## config.mk

```make
export PLATFORM = sky130hd
export DESIGN_NAME = flash_pwr_gate
export DESIGN_NICKNAME = d
export VERILOG_FILES = /design/src/rtl/flash_pwr_gate_pkg.sv /design/src/rtl/pwr_delay_timer.sv /design/src/rtl/flash_op_classifier.sv /design/src/rtl/flash_pwr_gate.sv
export SDC_FILE = /design/constraint.sdc
export NUM_CORES = 1
export LEC_CHECK = 0
export ABC_AREA = 1
export BUFFER_PORTS_ARGS = -buffer_cell sky130_fd_sc_hd__buf_2
export CORE_MARGIN = 4
export CORE_UTILIZATION = 50
export DETAILED_ROUTE_END_ITERATION = 16
export GPL_ROUTABILITY_DRIVEN = 0
export PLACE_DENSITY_LB_ADDON = 0.15
export SLEW_MARGIN = 0
export SYNTH_ARGS = -nofsm -noshare
export SYNTH_HDL_FRONTEND = slang
export SYNTH_SLANG_ARGS = --single-unit
```

## constraint.sdc

```tcl
create_clock -name clk -period 3 [get_ports clk]
set_clock_uncertainty 0.1 [all_clocks]
set_input_delay 0.3 -clock clk [delete_from_list [all_inputs] [get_ports clk]]
set_output_delay 0.3 -clock clk [all_outputs]
set_load 0.05 [all_outputs]
```

## src/rtl/flash_pwr_gate_pkg.sv

```systemverilog
package flash_pwr_gate_pkg;

    localparam int unsigned OP_W = 8;

    localparam logic [OP_W-1:0] OP_WREN = 8'h06;
    localparam logic [OP_W-1:0] OP_PW   = 8'h0A;
    localparam logic [OP_W-1:0] OP_PP   = 8'h02;
    localparam logic [OP_W-1:0] OP_PE   = 8'hDB;
    localparam logic [OP_W-1:0] OP_SE   = 8'hD8;
    localparam logic [OP_W-1:0] OP_READ = 8'h03;

    // Gating class of a decoded opcode
    typedef enum logic [1:0] {
        CLS_READ   = 2'd0,
        CLS_WREN   = 2'd1,
        CLS_MODIFY = 2'd2
    } op_class_e;

    // Registered state of the gate; all-zero is the reset value
    typedef struct packed {
        logic accept;
        logic reject;
        logic wr_en;
        logic busy;
        logic deep_pd;
    } gate_state_t;

endpackage

```

## src/rtl/pwr_delay_timer.sv

```systemverilog
module pwr_delay_timer #(
    parameter int unsigned DELAY = 16
) (
    input  logic clk,
    input  logic arst_n,
    input  logic run,
    output logic expired
);
    localparam int unsigned CW = $clog2(DELAY + 2);
    localparam logic [CW-1:0] LIMIT = CW'(DELAY);

    logic [CW-1:0] cnt_d, cnt_q;

    always_comb begin
        cnt_d = cnt_q;
        if (!run) begin
            cnt_d = '0;
        end else if (cnt_q != LIMIT) begin
            cnt_d = cnt_q + 1'b1;
        end
    end

    always_ff @(posedge clk or negedge arst_n) begin
        if (!arst_n) begin
            cnt_q <= '0;
        end else begin
            cnt_q <= cnt_d;
        end
    end

    assign expired = (cnt_q == LIMIT);

    generate
        if (DELAY > 0) begin : g_restart_chk

            restart_clear_chk: assert property (@(posedge clk) disable iff (!arst_n)
                !run |=> !expired);
        end
    endgenerate


    expiry_hold_chk: assert property (@(posedge clk) disable iff (!arst_n)
        (expired && run) |=> expired);

endmodule

```

## src/rtl/flash_op_classifier.sv

```systemverilog
module flash_op_classifier
    import flash_pwr_gate_pkg::*;
(
    input  logic [OP_W-1:0] opcode,
    output op_class_e       op_class
);
    always_comb begin
        case (opcode)
            OP_WREN:                    op_class = CLS_WREN;
            OP_PW, OP_PP, OP_PE, OP_SE: op_class = CLS_MODIFY;
            default:                    op_class = CLS_READ;
        endcase
    end
endmodule

```

## src/rtl/flash_pwr_gate.sv

```systemverilog
module flash_pwr_gate
    import flash_pwr_gate_pkg::*;
#(
    parameter int unsigned WLOCK_CYCLES = 40,
    parameter int unsigned SEL_CYCLES   = 25
) (
    input  logic            clk,
    input  logic            rst_ext_n,
    input  logic            lockout_ok,
    input  logic            vmin_ok,
    input  logic            cmd_valid,
    input  logic [OP_W-1:0] cmd_opcode,
    output logic            cmd_accept,
    output logic            cmd_reject,
    output logic            core_rst_n,
    output logic            status_wr_en,
    output logic            status_busy,
    output logic            status_deep_pd
);
    localparam int unsigned N_TMR   = 2;
    localparam int unsigned IDX_WLK = 0;
    localparam int unsigned IDX_SEL = 1;

    logic             gate_rst_n;
    logic [N_TMR-1:0] tmr_run;
    logic [N_TMR-1:0] tmr_done;
    op_class_e        op_cls;
    logic             wr_open, rd_open, allow;
    gate_state_t      st_d, st_q;

    // Supply below lockout or external reset holds everything in reset
    assign gate_rst_n = lockout_ok & rst_ext_n;
    assign core_rst_n = gate_rst_n;

    assign tmr_run[IDX_WLK] = lockout_ok;
    assign tmr_run[IDX_SEL] = vmin_ok;

    for (genvar g = 0; g < N_TMR; g++) begin : g_tmr
        localparam int unsigned DLY = (g == IDX_WLK) ? WLOCK_CYCLES : SEL_CYCLES;
        pwr_delay_timer #(.DELAY(DLY)) u_tmr (
            .clk     (clk),
            .arst_n  (gate_rst_n),
            .run     (tmr_run[g]),
            .expired (tmr_done[g])
        );
    end

    flash_op_classifier u_cls (
        .opcode   (cmd_opcode),
        .op_class (op_cls)
    );

    assign rd_open = tmr_done[IDX_SEL];
    assign wr_open = tmr_done[IDX_SEL] & tmr_done[IDX_WLK];
    assign allow   = (op_cls == CLS_READ) ? rd_open : wr_open;

    always_comb begin
        st_d        = st_q;
        st_d.accept = 1'b0;
        st_d.reject = 1'b0;
        if (cmd_valid) begin
            if (allow) begin
                st_d.accept = 1'b1;
                if (op_cls == CLS_WREN) begin
                    st_d.wr_en = 1'b1;
                end
            end else begin
                st_d.reject = 1'b1;
            end
        end
    end

    always_ff @(posedge clk or negedge gate_rst_n) begin
        if (!gate_rst_n) begin
            st_q <= '0;
        end else begin
            st_q <= st_d;
        end
    end

    assign cmd_accept     = st_q.accept;
    assign cmd_reject     = st_q.reject;
    assign status_wr_en   = st_q.wr_en;
    assign status_busy    = st_q.busy;
    assign status_deep_pd = st_q.deep_pd;


    one_pulse_chk: assert property (@(posedge clk) disable iff (!gate_rst_n)
        cmd_valid |=> (cmd_accept != cmd_reject));


    no_spurious_chk: assert property (@(posedge clk) disable iff (!gate_rst_n)
        !cmd_valid |=> !(cmd_accept || cmd_reject));


    write_gate_chk: assert property (@(posedge clk) disable iff (!gate_rst_n)
        (cmd_valid && op_cls != CLS_READ && !(tmr_done[IDX_WLK] && tmr_done[IDX_SEL]))
        |=> cmd_reject);


    read_open_chk: assert property (@(posedge clk) disable iff (!gate_rst_n)
        (cmd_valid && op_cls == CLS_READ && tmr_done[IDX_SEL]) |=> cmd_accept);


    wel_source_chk: assert property (@(posedge clk) disable iff (!gate_rst_n)
        $rose(status_wr_en) |-> $past(cmd_valid && cmd_opcode == OP_WREN));


    reject_keeps_status_chk: assert property (@(posedge clk) disable iff (!gate_rst_n)
        cmd_reject |-> $stable(status_wr_en));

endmodule

```

==> metrics.txt, run 1 <==
setup TNS=0 ns; Hold Vio Cnt, Final=0; # rows=14; Switching Power=0.0000973 W; switching share of power=27.1%; die width=47.9 um; CP max stage delay=0.53 ns; Inserted Diodes=0; port bufs=16; WL/cell=11.0 um; routed wl met3=94 um; All-Layer GR Usage=15.6%; cell repeated most along the worst path=buf_2; Setup WS pre-CTS=1.33 ns; WP buf/inv=4; Max IR drop VDD=187 uV; post-synthesis simple-gate area fraction=25.2%; vias in the first global route=616; DRC Markers=0; layout net count=134; CTS tree=built; initial core utilization=52.7%; initial antenna violation count=0; Post-Syn Area=795 um^2; multiplexer share of the synthesized area=0%; min Tclk post-route=2.14 ns; drt pass-1 iters=4; leakage=0.498 nW; Ports=19; Maximum Capacitance Violations=0; Setup Buffers After CTS=0; Clock Path Buffers=2; Synth Warn #=0; CP Capture Type=output port; first-pass GRT wire length=2.45 mm; Gate Count Post-Synth=96; combinational group share of total power=15.5%; Met1 Wirelength=601 um; status=finished clean; register share of total power=56.6%; layout cells sized above 1=26.1%; top sig layer=met3; Synth Area in XOR/XNOR=4.41%; Num CTS Buffers=3; Clock Power Share=27.9%; Via density=4.91; crit share post-route=71.4%; Sink Count=14; core area=1510 um^2; # setup viols final=0; CP arrival=1.74 ns; Die Ht=47.9 um; DR WL met2=748 um; Routed WL=1.44 mm; power per cell area=392 nW/um^2; cts repair resizes=0; Worst Setup Start Kind=input pin; unrepaired setup endpoints after global routing=false; Clk Latency, worst-skew pair=0.27 ns; worst hold path class=in -> async; die area=2290 um^2; Antenna Violating Nets Remaining=0; Setup CP Type=in -> out; worst relative slew slack=63.5%; synthesis-to-layout area growth=15.3%; post-synthesis register bit count=14; critical path cell sequence=dlygate4sd3_1 -> buf_2 -> nand2_1 -> inv_1 -> buf_2; largest family of logic cells by synthesized area=simple AND/OR/NAND/NOR gates; H-tree depth=1; Critical-path top delay cell=dlygate4sd3_1; Seq/Total Area, Yosys=44.1%; post-DP HPWL=1.20 mm; Adder-Cell Fraction of Synth Area=6.30%; worst endpoint required time=2.60 ns; Mapped Avg Cell Area=8.28 um^2; Synth Area in Compound Gates=9.61%; Highest Clock Rate=467 MHz; GRT Residual Overflow=0; Slew Limit Fails=0; actual slew at the worst max-slew pin=0.547 ns; cell family with most CP delay=buffers and inverters; setup slack after layout=0.859 ns; Crit Path Max Fanout=15; Root Driver=clkbuf_4; Cell Int Power=0.000262 W; largest net degree at the start of global routing=16; Worst-path clk slew=0.08 ns; Vias=643; drt initial violations=13; synth unique cells=23
-- flip-flops by register name, summed over array words and instances (netlist names) --
name	cells
cmd_accept	1
cmd_reject	1
g_tmr.u_tmr.cnt_q	11
status_wr_en	1
-- power by group through the flow --
stage / clock, W / sequential [W] / combinational, W
2_1_floorplan: 0 / 0.000208 / 0.0000371
3_3_place_gp: 0 / 0.000207 / 0.0000529
3_5_place_dp: 0 / 0.000207 / 0.0000561
4_1_cts: 0.000105 / 0.000203 / 0.0000569
5_1_grt: 0.000113 / 0.000205 / 0.0000641
6_report: 0.000100 / 0.000203 / 0.0000558
-- stage by stage --
| step | power (W) | util, % | hold WS (ns) | cells | instance area, um^2 |
|---|---|---|---|---|---|
| after floorplan | 0.000245 | - | 0.301 | 97 | 798 |
| after global placement | 0.000260 | 58.6 | 0.283 | 127 | 883 |
| after detailed placement | 0.000263 | 58.6 | 0.292 | 127 | 883 |
| after CTS | 0.000366 | 60.8 | 0.0384 | 131 | 916 |
| after global routing | 0.000383 | 60.8 | 0.0784 | 131 | 916 |
| final | 0.000359 | 60.8 | 0.0326 | 131 | 916 |
-- synthesized netlist by cell type (all sizes together) --
cell | instances | area, um^2
xor2 | 3 | 26.3
buf | 2 | 15.0
a211oi | 1 | 7.51
inv | 17 | 63.8
nor3 | 3 | 25.0
conb | 1 | 3.75
a21oi | 7 | 42.5
o21ai | 3 | 18.8
xnor2 | 1 | 8.76
nand2 | 17 | 68.8
nand3 | 7 | 40.0
ha | 4 | 50.1
dfrtp | 14 | 350
o21a | 1 | 7.51
nor2 | 13 | 53.8
nand4 | 2 | 12.5
-- kinds of logic after synthesis --
family	after synthesis
other	1
adder cells (fa/ha/maj)	4
AND/OR/NAND/NOR	42
buffers and inverters	19
AO/OA/AOI/OAI	12
flip-flops	14
XOR/XNOR	4
-- area by class of cell --
cell class	instances	area, um^2
timing repair buffer	17	90.1
multi-input combinational	64	369
sequential	14	350
fill	154	591
clock buffer	3	22.5
inverter	17	63.8
tap	16	20.0
-- final timing paths --
path,to,cells past startpoint,startpoint,slack [ns]
setup / recovery,core_rst_n,5,rst_ext_n,0.86
hold / removal,g_tmr[0].u_tmr.cnt_q[1],3,lockout_ok,0.03
setup reg to reg,status_wr_en,6,g_tmr[1].u_tmr.cnt_q[1],1.64
hold reg to reg,status_wr_en,2,status_wr_en,0.38
max in group asynchronous,g_tmr[1].u_tmr.cnt_q[2],4,rst_ext_n,1.90
min in group clk,status_wr_en,3,cmd_valid,0.19
-- timing repair --
item | CTS | global route
endpoints found under the setup margin | 0 | 0
hold endpoints to repair | 14 | 0
hold buffers | 1 | 0
-- per-layer routing --
layer / vias to the layer above / GRT usage [%]
met5: - / 0
met4: 0 / 4.84
met3: 0 / 4.89
met2: 13 / 28.8
met1: 295 / 16.8
li1: 335 / -
-- placed cells by master (no fill, tap or decap), drive strengths merged, types with 2 or more instances in the layout --
master	netlist	layout
nor2	13	13
buf	2	16
nand3	7	7
xor2	3	3
nand2	17	17
a21oi	7	7
ha	4	4
nand4	2	2
nor3	3	3
clkbuf	0	3
inv	17	17
dfrtp	14	14
o21ai	3	3
conb	1	2
-- worst register-to-register path, stage by stage, from the launching register on --
cell	delay, ns
dfrtp_1	0.41
inv_1	0.08
ha_1	0.14
nand4_1	0.20
inv_1	0.21
nand4_1	0.11
nand2_1	0.06
No activity file was read; power rests on OpenSTA's default activity.
==> run 2, diff against run 1 <==
- CORE_ASPECT_RATIO: unset -> 1.25
- CORE_UTILIZATION: 50 -> 46
- clock period: 3 -> 1.82 ns (I/O delays scaled with it)
==> metrics.txt, run 2 (synthesized netlist as in run 1, its figures left out) <==
Ports=19 (unchanged); Met1 Wirelength=537 um (-11%); drt pass-1 iters=3 (-1); Largest register FFs=11 (unchanged); Root Driver=clkbuf_4; Highest Clock Rate=702 MHz; worst endpoint required time=1.54 ns (-1.06 ns); initial core utilization=49.6% (-3.1 points); top sig layer=met4; Sink Count=14 (unchanged); Finished Layout Cells=136 (+3.8%); # setup viols final=0 (unchanged); Crit Path Max Fanout=2 (-13); vias in the first global route=649 (+5.4%); WL/cell=9.28 um (-16%); Clk Latency, worst-skew pair=0.27 ns (about the same); status=finished clean; crit share post-route=78.3%; unrepaired setup endpoints after global routing=false; min Tclk post-route=1.43 ns; port bufs=16 (unchanged); power per cell area=676 nW/um^2 (+72%); Clock Path Buffers=2 (unchanged); drt initial violations=4 (-9); Via density=4.68 (-4.6%); Slew Limit Fails=0 (unchanged); Maximum Capacitance Violations=0 (unchanged); Setup Buffers After CTS=0 (unchanged); cts repair resizes=0 (unchanged); leakage=0.516 nW (+3.6%); die width=45.2 um (-5.6%); Setup WS pre-CTS=0.526 ns (-0.801 ns); Antenna Violating Nets Remaining=0 (unchanged); setup slack, reg-to-reg=0.51 ns (-1.13 ns); Inserted Diodes=0 (unchanged); Vias=637 (-0.93%); Setup CP Type=in -> out; CTS tree=built; All-Layer GR Usage=13.4% (-2.2 points); initial antenna violation count=0 (unchanged); routed wl met3=68 um (-28%); Top reg by flops=g_tmr.u_tmr.cnt_q; DRC Markers=0 (unchanged); # rows=16 (+2); setup slack after layout=0.395 ns (-0.465 ns); die area=2460 um^2 (+7.4%); Worst-path clk slew=0.08 ns (about the same); CP arrival=1.14 ns (-0.60 ns); Routed WL=1.26 mm (-13%); layout cells sized above 1=27.1% (+1.0 points); H-tree depth=1 (unchanged); Max IR drop VDD=390 uV (+110%); DR WL met2=641 um (-14%); post-DP HPWL=1.06 mm (-12%); CP Capture Type=output port; Num CTS Buffers=3 (unchanged); Fin Hold WS=0.0616 ns (+0.0290 ns); synthesis-to-layout area growth=19.5%; Die Ht=54.5 um (+14%); Hold Vio Cnt, Final=0 (unchanged); largest net degree at the start of global routing=15 (-1); first-pass GRT wire length=2.42 mm (-1.1%); core area=1600 um^2 (+6.3%); layout net count=136 (+1.5%); most frequent cells in the layout=inv_1, buf_2, nand2_1, dfrtp_1, nor2_1; worst hold path class=in -> reg; setup TNS=0 ns (unchanged); Worst Setup Start Kind=input pin; dpl cells=130 (+2.4%); GRT Residual Overflow=0 (unchanged)
[run 2: layer usage]
layer / vias up / track usage (%)
li1: 339 / -
met1: 286 / 14.7
met2: 10 / 24.1
met3: 2 / 3.29
met4: 0 / 5.85
met5: - / 0
[run 2: where the power goes]
group	internal (W)	total, W	switching, W
sequential	0.000323	0.000335	0.0000125
clock	0.000121	0.000214	0.0000930
combinational	0.0000357	0.0000928	0.0000571
[run 2: what timing repair did]
item | 4_1_cts | 5_1_grt
endpoints found under the hold margin | 14 | 0
endpoints found under the setup margin | 0 | 0
hold buffers | 2 | 0
[run 2: final cells by class]
class                   instances  area [um^2]
clock buffers                   4         36.3
fillers                       150          652
inverters                      17         63.8
multi-input cells              64          369
flip-flops and latches         14          350
well taps                      18         22.5
repair buffers                 19          108
[run 2: final timing paths]
| kind | endpoint | cells after the start | start |
|---|---|---|---|
| worst max-delay path | core_rst_n | 5 | rst_ext_n |
| worst min-delay path | cmd_reject | 3 | cmd_valid |
| worst max register to register | status_wr_en | 6 | g_tmr[1].u_tmr.cnt_q[1] |
| worst min register to register | status_wr_en | 2 | status_wr_en |
| max in group asynchronous | cmd_reject | 6 | rst_ext_n |
| min in group asynchronous | g_tmr[0].u_tmr.cnt_q[5] | 5 | lockout_ok |
[run 2: worst max-delay path: stages]
cell and delay, ns:
dlygate4sd3_1 0.51, buf_2 0.09, nand2_1 0.04, inv_1 0.06
buf_2 0.25
[run 2: per-stage QoR]
step	power, W	cell area [um^2]	util [%]
after floorplan	0.000405	798	-
after global placement	0.000430	893	55.8
after detailed placement	0.000433	893	55.8
after CTS	0.000651	950	59.3
after global routing	0.000688	950	59.3
final	0.000642	950	59.3
==> run 3, diff against run 2 <==
- ABC_AREA: 1 -> 0
- clock period: 1.82 -> 1.28 ns (I/O delays scaled with it)
==> metrics.txt, run 3 <==
initial antenna violation count=0 (unchanged); Seq/Total Area, Yosys=43.5% (-0.62 points); Max IR drop VDD=491 uV (+26%); All-Layer GR Usage=17.2% (+3.8 points); Worst Setup Start Kind=flop; post-DP HPWL=1.33 mm (+25%); failing checks=setup timing; Gate Count Post-Synth=79 (-18%); synth unique cells=31 (+35%); Crit Path Max Fanout=2 (unchanged); power per cell area=886 nW/um^2 (+31%); worst endpoint required time=1.36 ns (-0.18 ns); Clk Latency, worst-skew pair=0.29 ns (+0.02 ns); vias in the first global route=708 (+9.1%); Core Util, Final=73.6% (+14 points); Ports=19 (unchanged); area leader, netlist=dfrtp_1; layout cells sized above 1=52.1% (+25 points); synth top area cells=dfrtp_1, ha_1, xnor2_1; min Tclk post-route=1.32 ns; leakage=0.584 nW (+13%); Inserted Diodes=0 (unchanged); drt initial violations=7 (+3); setup slack after layout=-0.0410 ns (-0.436 ns); Post-Syn Area=806 um^2 (+1.4%); most frequent cell after synthesis=dfrtp_1; Num CTS Buffers=3 (unchanged); Top reg by flops=g_tmr.u_tmr.cnt_q; commonest non-fill, non-tap cell in the layout=buf_4; Vias=758 (+19%); crit share post-route=103%; Root Driver=clkbuf_4; Worst-path clk slew=0.09 ns (about the same); Main synth FF type=dfrtp_1; commonest cells in the netlist=dfrtp_1, inv_1, nand2_1, xnor2_1; # setup viols final=7 (+7); layout net count=137 (+0.74%); number of synthesized flops with an enable pin=0 (unchanged); Die Ht=54.8 um (+0.61%); Synth Warn #=0 (unchanged); Mapped Avg Cell Area=10.2 um^2 (+23%); worst hold path class=in -> reg; Maximum Capacitance Violations=0 (unchanged); drt pass-1 iters=4 (+1); die width=45.4 um (+0.59%); GRT Residual Overflow=0 (unchanged); CTS tree=built; Sink Count=14 (unchanged); WL/cell=14.5 um (+56%); core area=1620 um^2 (+1.3%); Setup WS pre-CTS=-0.0918 ns (-0.618 ns); CP Capture Type=flop; Slew Limit Fails=0 (unchanged); Via density=5.53 (+18%); Hold Vio Cnt, Final=0 (unchanged); Setup CP Type=reg -> reg; initial core utilization=49.7% (+0.082 points); # rows=16 (unchanged); status=finished with violations; port bufs=16 (unchanged); unrepaired setup endpoints after global routing=true; DRC Markers=0 (unchanged); first-pass GRT wire length=3.04 mm (+25%); Clock Path Buffers=2 (unchanged); CP arrival=1.40 ns (+0.26 ns); Highest Clock Rate=757 MHz; Antenna Violating Nets Remaining=0 (unchanged); Largest register FFs=11 (unchanged); most frequent cells in the layout=buf_4, buf_2, dfrtp_1, xnor2_1, nand2_1; Routed WL=1.98 mm (+57%); die area=2490 um^2 (+1.2%); post-synthesis register bit count=14 (unchanged); async set-reset flop share out of synthesis=100% (unchanged); synthesis-to-layout area growth=48.1%; largest net degree at the start of global routing=15 (unchanged); Synth top area share=43.5% (-0.62 points); H-tree depth=1 (unchanged)
run 3: cell count changes in the layout (fill, tap and decap cells not counted), moves of 4 or more:
cell	before	now
and2_1	0	4
inv_1	16	2
nand2_1	15	5
buf_4	1	17
ha_1	4	0
nor2_1	11	1
xnor2_1	1	5
run 3: report_power, final:
group	total [W]	internal [W]	switching (W)
clock network	0.000327	0.000173	0.000154
logic	0.000249	0.000126	0.000123
registers	0.000482	0.000461	0.0000210
run 3: final timing paths:
kind / depth (start not counted) / startpoint / slack (ns) / endpoint
worst max-delay path: 4 / g_tmr[1].u_tmr.cnt_q[0] / -0.04 / g_tmr[1].u_tmr.cnt_q[2]
worst min-delay path: 3 / cmd_valid / 0.002 / cmd_reject
worst max register to register: 4 / g_tmr[1].u_tmr.cnt_q[0] / -0.04 / g_tmr[1].u_tmr.cnt_q[2]
worst min register to register: 1 / status_wr_en / 0.39 / status_wr_en
max in group asynchronous: 4 / lockout_ok / 0.51 / g_tmr[0].u_tmr.cnt_q[2]
min in group asynchronous: 4 / rst_ext_n / 0.33 / cmd_accept
run 3: what timing repair did:
item | in CTS | in global routing
setup endpoints to repair | 12 | 13
endpoints found under the hold margin | 14 | 0
pin swaps | 9 | 10
resized for setup | 10 | 17
hold buffers | 1 | 0
setup buffers | 1 | 7
gates cloned | 0 | 0
run 3: cell families after synthesis:
group                    after synthesis  share of synthesized area, %
AND/OR/NAND/NOR                       33                          27.9
flip-flops                            14                          43.5
AO/OA/AOI/OAI                         11                          8.54
XOR/XNOR                               8                          8.70
buffers and inverters                  8                          4.66
adder cells (fa/ha/maj)                4                          6.21
other                                  1                         0.465
run 3: cell type report:
type,count,area [um^2]
Tap cell,18,22.5
Clock buffer,4,36.3
Sequential cell,14,354
Timing Repair Buffer,37,251
Inverter,6,22.5
Multi-Input combinational cell,58,507
Fill cell,124,428
run 3: layer usage:
| metal | GRT usage (%) | vias up | wire length (um) | part of all wire, % |
|---|---|---|---|---|
| met5 | 0 | - | 0 | 0 |
| met4 | 8.78 | 0 | 46 | 2.3 |
| met3 | 3.95 | 6 | 102 | 5.1 |
| met2 | 29.8 | 24 | 1070 | 54 |
| met1 | 19.4 | 366 | 765 | 39 |
| li1 | - | 362 | - | - |
run 3: critical path, stage by stage, from the launching register on:
cell     delay, ns
dfrtp_1       0.42
buf_4         0.15
ha_2          0.19
xor2_1        0.17
and3_4        0.18
run 3: stage by stage:
stage / instances / hold WS [ns] / power [W] / instance area (um^2) / setup TNS, ns
after floorplan: 80 / 0.151 / 0.000579 / 810 / -0.0251
after detailed placement: 124 / 0.117 / 0.000664 / 987 / -0.354
final: 137 / 0.00208 / 0.00106 / 1190 / -0.202
after CTS: 130 / 0.0105 / 0.00101 / 1090 / -0.209
after global routing: 137 / 0.00510 / 0.00111 / 1190 / -0.689
after global placement: 124 / 0.113 / 0.000659 / 987 / -0.112
